## src/rtl/sipo_recirc_reg.sv

```systemverilog
module sipo_recirc_reg #(
  parameter int WIDTH = 16,
  parameter int SYNC  = 2
) (
  input  logic             clk,
  input  logic             rst,
  input  logic             ser_in,
  input  logic             sel_n,
  input  logic             rw,
  input  logic             shift_stb,
  input  logic             store_stb,
  output logic [WIDTH-1:0] par_out,
  output logic             ser_out
);
  // bundle order: {data, select_n, rw, shift strobe, store strobe}
  localparam logic [4:0] IDLE = 5'b01000;

  logic [SYNC-1:0][4:0] pipe;
  logic [4:0]           cur, prv;
  logic [WIDTH-1:0]     shreg, streg;

  always_ff @(posedge clk) begin
    if (rst) begin
      pipe <= {SYNC{IDLE}};
      prv  <= IDLE;
    end else begin
      pipe <= {pipe[SYNC-2:0], {ser_in, sel_n, rw, shift_stb, store_stb}};
      prv  <= pipe[SYNC-1];
    end
  end

  assign cur = pipe[SYNC-1];

  wire s_data = cur[4];
  wire s_seln = cur[3];
  wire s_rw   = cur[2];
  wire s_st   = cur[0];
  wire sh_fall = prv[1] & ~cur[1];
  wire st_rise = ~prv[0] & cur[0];

  wire do_shift = sh_fall & ~s_seln & ~(s_rw & s_st);
  wire do_load  = sh_fall & ~s_seln &  (s_rw & s_st);
  wire do_store = st_rise & ~s_seln & ~s_rw;

  always_ff @(posedge clk) begin
    if (rst) begin
      shreg <= '0;
      streg <= '0;
    end else begin
      if (do_load)       shreg <= streg;
      else if (do_shift) shreg <= {shreg[WIDTH-2:0], s_data};
      if (do_store)      streg <= shreg;
    end
  end

  assign par_out = streg;
  assign ser_out = shreg[WIDTH-1];
endmodule

```

## config.mk

```make
export PLATFORM = sky130hd
export DESIGN_NAME = sipo_recirc_reg
export DESIGN_NICKNAME = d
export VERILOG_FILES = /design/src/rtl/sipo_recirc_reg.sv
export SDC_FILE = /design/constraint.sdc
export NUM_CORES = 1
export LEC_CHECK = 0
export ABC_AREA = 1
export BUFFER_PORTS_ARGS = -buffer_cell sky130_fd_sc_hd__buf_2
export CAP_MARGIN = 15
export CORE_MARGIN = 2
export CORE_UTILIZATION = 40
export CTS_CLUSTER_SIZE = 30
export DETAILED_ROUTE_END_ITERATION = 6
export GPL_TIMING_DRIVEN = 0
export SYNTH_ARGS = -nofsm -noshare
export SYNTH_HDL_FRONTEND = slang
export SYNTH_SLANG_ARGS = --single-unit
```

## constraint.sdc

```tcl
create_clock -name clk -period 2.77 [get_ports clk]
set_input_delay 0.4155 -clock clk [delete_from_list [all_inputs] [get_ports clk]]
set_output_delay 0.4155 -clock clk [all_outputs]
set_load 0.01 [all_outputs]
```

==> qor.yml <==
cp-start-kind: "register"
fin_setup_tns_ns: 0
cap_violations: 0
pwr-share-comb_pct: 6.8
slew_viol_final: 0
area.growth.synth_to_final_pct: 14.1
ioPinCount: 24
synth_area_leaders: "dfxtp_1, nand2_1, nor2_1"
antenna_found_initial: 0
hpwl_mm: 2.86
grt_use_total_pct: 18.7
path_max_fanout: 3
syn_area_um2: 1940
syn_nets: 289
drt-initial-drc-count: 93
cpMaxStageDelayCell: "dfxtp_1"
netlist.area_leader.share_pct: 45.4
p_clk_share_pct: 36.8
ys_types: 17
place_congestion: 0.765
peakVddDrop_v: 0.000268
max_freq_ghz: 0.811
cp_data_required_time_ns: 2.35
start_util_pct: 41.4
grt.busiest_layer: "met2"
end_kind: "output pin"
cp.arrival_ns: 0.82
clock_latency_ns: 0.29
cts_sinks: 44
io_buffers: 23
cts_max_level: 2
vias: 1712
critical_path.top_delay_family: "flip-flops"
power.density_nw_per_um2: 520
cts_resized: 0
setup_viol: 0
leakagePower_nw: 1.17
grt_use_met3_pct: 2.88
max_stage_delay_ns: 0.38
numCtsBuffers: 5
drcViolationCount: 0
path_buf_inv: 1
yosys_warnings: 0
die_w_um: 73.7
design_area_um2: 2210
grt_first_pass_wirelength_mm: 7.62
max_slew_margin_pct: 66.5
hold_viol_final: 0
min_path_cells: 2
path_clk_slew_ns: 0.08
layout_min_cycle_time_ns: 1.23
ys_seq_elements: 44
ant_nets: 0
wl_mm: 4.43
layoutNonFillerInstCount: 367
wl_per_cell_um: 12.1
viasPerCell: 4.66
post_synth.cell_area_avg_um2: 6.88
grt_max_degree: 13
switchingPower_uw: 276
syn_inst: 282
drt_pass1_iterations: 4
criticalPathCategory: "register to output pin"
reg2reg_depth: 7
core_um2: 4690
cts_tree: "built"
worstHoldPathType: "input pin to register"
switching_share_pct: 23.9
place_area_um2: 2120
dieArea_um2: 5420
finalCritPeriodShare_pct: 44.5
p_int_uw: 876
clockRootBuffer: "clkbuf_8"
status: "complete, no violations"
seq_area_frac_synth_pct: 45.4
crit_chain: "buf_2"
synth_top_area_cell: "dfxtp_1"
diodes: 0
skew_ns: 0.00398
dp_cells: 359
clk_path_buf_depth: 2
rows: 25
pwr-share-seq_pct: 56.4
rsz0062_at_grt: "no"
postCtsSetupBuffers: 0
grt_overflow_total: 0
final_layout_size_suffix_gt1_share_pct: 16.0
dieHeight_um: 73.7
use_met1_pct: 25.0
tightest_slew_ns: 0.503
nets: 319
grt_pass1_vias: 1595
cts-hold-fix-buffers: 0
grt_use_met2_pct: 30.3
crit_cells: 1
==> area by class of cell <==
| type | instances | area, um2 |
|---|---|---|
| buffer | 18 | 131 |
| clock buffer | 8 | 90.1 |
| fill | 498 | 2480 |
| inverter | 28 | 105 |
| multi-input combinational | 192 | 823 |
| sequential | 44 | 881 |
| tap | 54 | 67.6 |
| timing repair buffer | 23 | 115 |
==> kinds of logic (layout without fill, tap and decap cells) <==
family | Yosys count | count (layout) | synth area share [%]
buf+inv | 46 | 77 | 12.2
simple gates | 176 | 176 | 38.3
flops | 44 | 44 | 45.4
compound gates | 16 | 16 | 4.13
==> sequential cells by signal, summed over array words and instances (netlist names) <==
signal   flops
par_out     16
cur          5
pipe         5
prv          2
shreg       16
==> cell usage after synthesis <==
| cell type | n |
|---|---|
| nor2_8 | 1 |
| nand2_1 | 80 |
| nor2_4 | 1 |
| buf_2 | 3 |
| dfxtp_1 | 44 |
| buf_6 | 5 |
| or2_2 | 2 |
| nor2_1 | 58 |
| nand2_4 | 1 |
| a21oi_1 | 16 |
| nand3_2 | 1 |
| inv_2 | 1 |
| nand3_1 | 32 |
| buf_4 | 6 |
| buf_1 | 1 |
| clkbuf_1 | 3 |
| inv_1 | 27 |
==> path summary, 6_finish.rpt <==
check               from          end  slack [ns]
min reg2reg      pipe[2]       cur[2]        0.40
max          par_out[13]  par_out[13]        1.54
max reg2reg       cur[0]  par_out[14]        1.64
min                sel_n      pipe[3]        0.30
==> placed cells by master, fill, tap and decap left out <==
cell type | synthesis | final
nand3_2 | 1 | 1
buf_4 | 6 | 6
clkbuf_1 | 3 | 5
buf_6 | 5 | 5
nand3_1 | 32 | 32
buf_1 | 1 | 1
nor2_1 | 58 | 58
nand2_4 | 1 | 1
inv_1 | 27 | 27
a21oi_1 | 16 | 16
nand2_1 | 80 | 80
inv_2 | 1 | 1
or2_2 | 2 | 2
buf_2 | 3 | 26
dfxtp_1 | 44 | 44
nor2_4 | 1 | 1
nor2_8 | 1 | 1
clkbuf_8 | 0 | 6
==> routing by layer <==
metal | up-vias | share of wire [%]
met5 | - | 0
met4 | 0 | 0.47
met3 | 2 | 3.4
met2 | 31 | 48
met1 | 763 | 48
li1 | 916 | -
==> power groups by stage <==
| stage | clock [mW] | sequential, mW | combinational [mW] |
|---|---|---|---|
| 4_1_cts | 0.436 | 0.650 | 0.0792 |
| 3_5_place_dp | 0 | 0.665 | 0.0791 |
| 2_1_floorplan | 0 | 0.665 | 0.0537 |
| 5_1_grt | 0.458 | 0.651 | 0.0893 |
| 3_3_place_gp | 0 | 0.664 | 0.0784 |
| 6_report | 0.424 | 0.650 | 0.0778 |
==> through the flow <==
stage | power, mW | worst slack (ns) | hold WS (ns) | utilization [%]
after floorplan | 0.719 | 1.78 | 0.388 | -
after global placement | 0.743 | 1.39 | 0.388 | 45.3
after detailed placement | 0.744 | 1.41 | 0.395 | 45.3
after CTS | 1.16 | 1.52 | 0.290 | 47.2
after global routing | 1.20 | 1.50 | 0.297 | 47.2
final | 1.15 | 1.54 | 0.296 | 47.2
(Power assumes the default switching activity.)
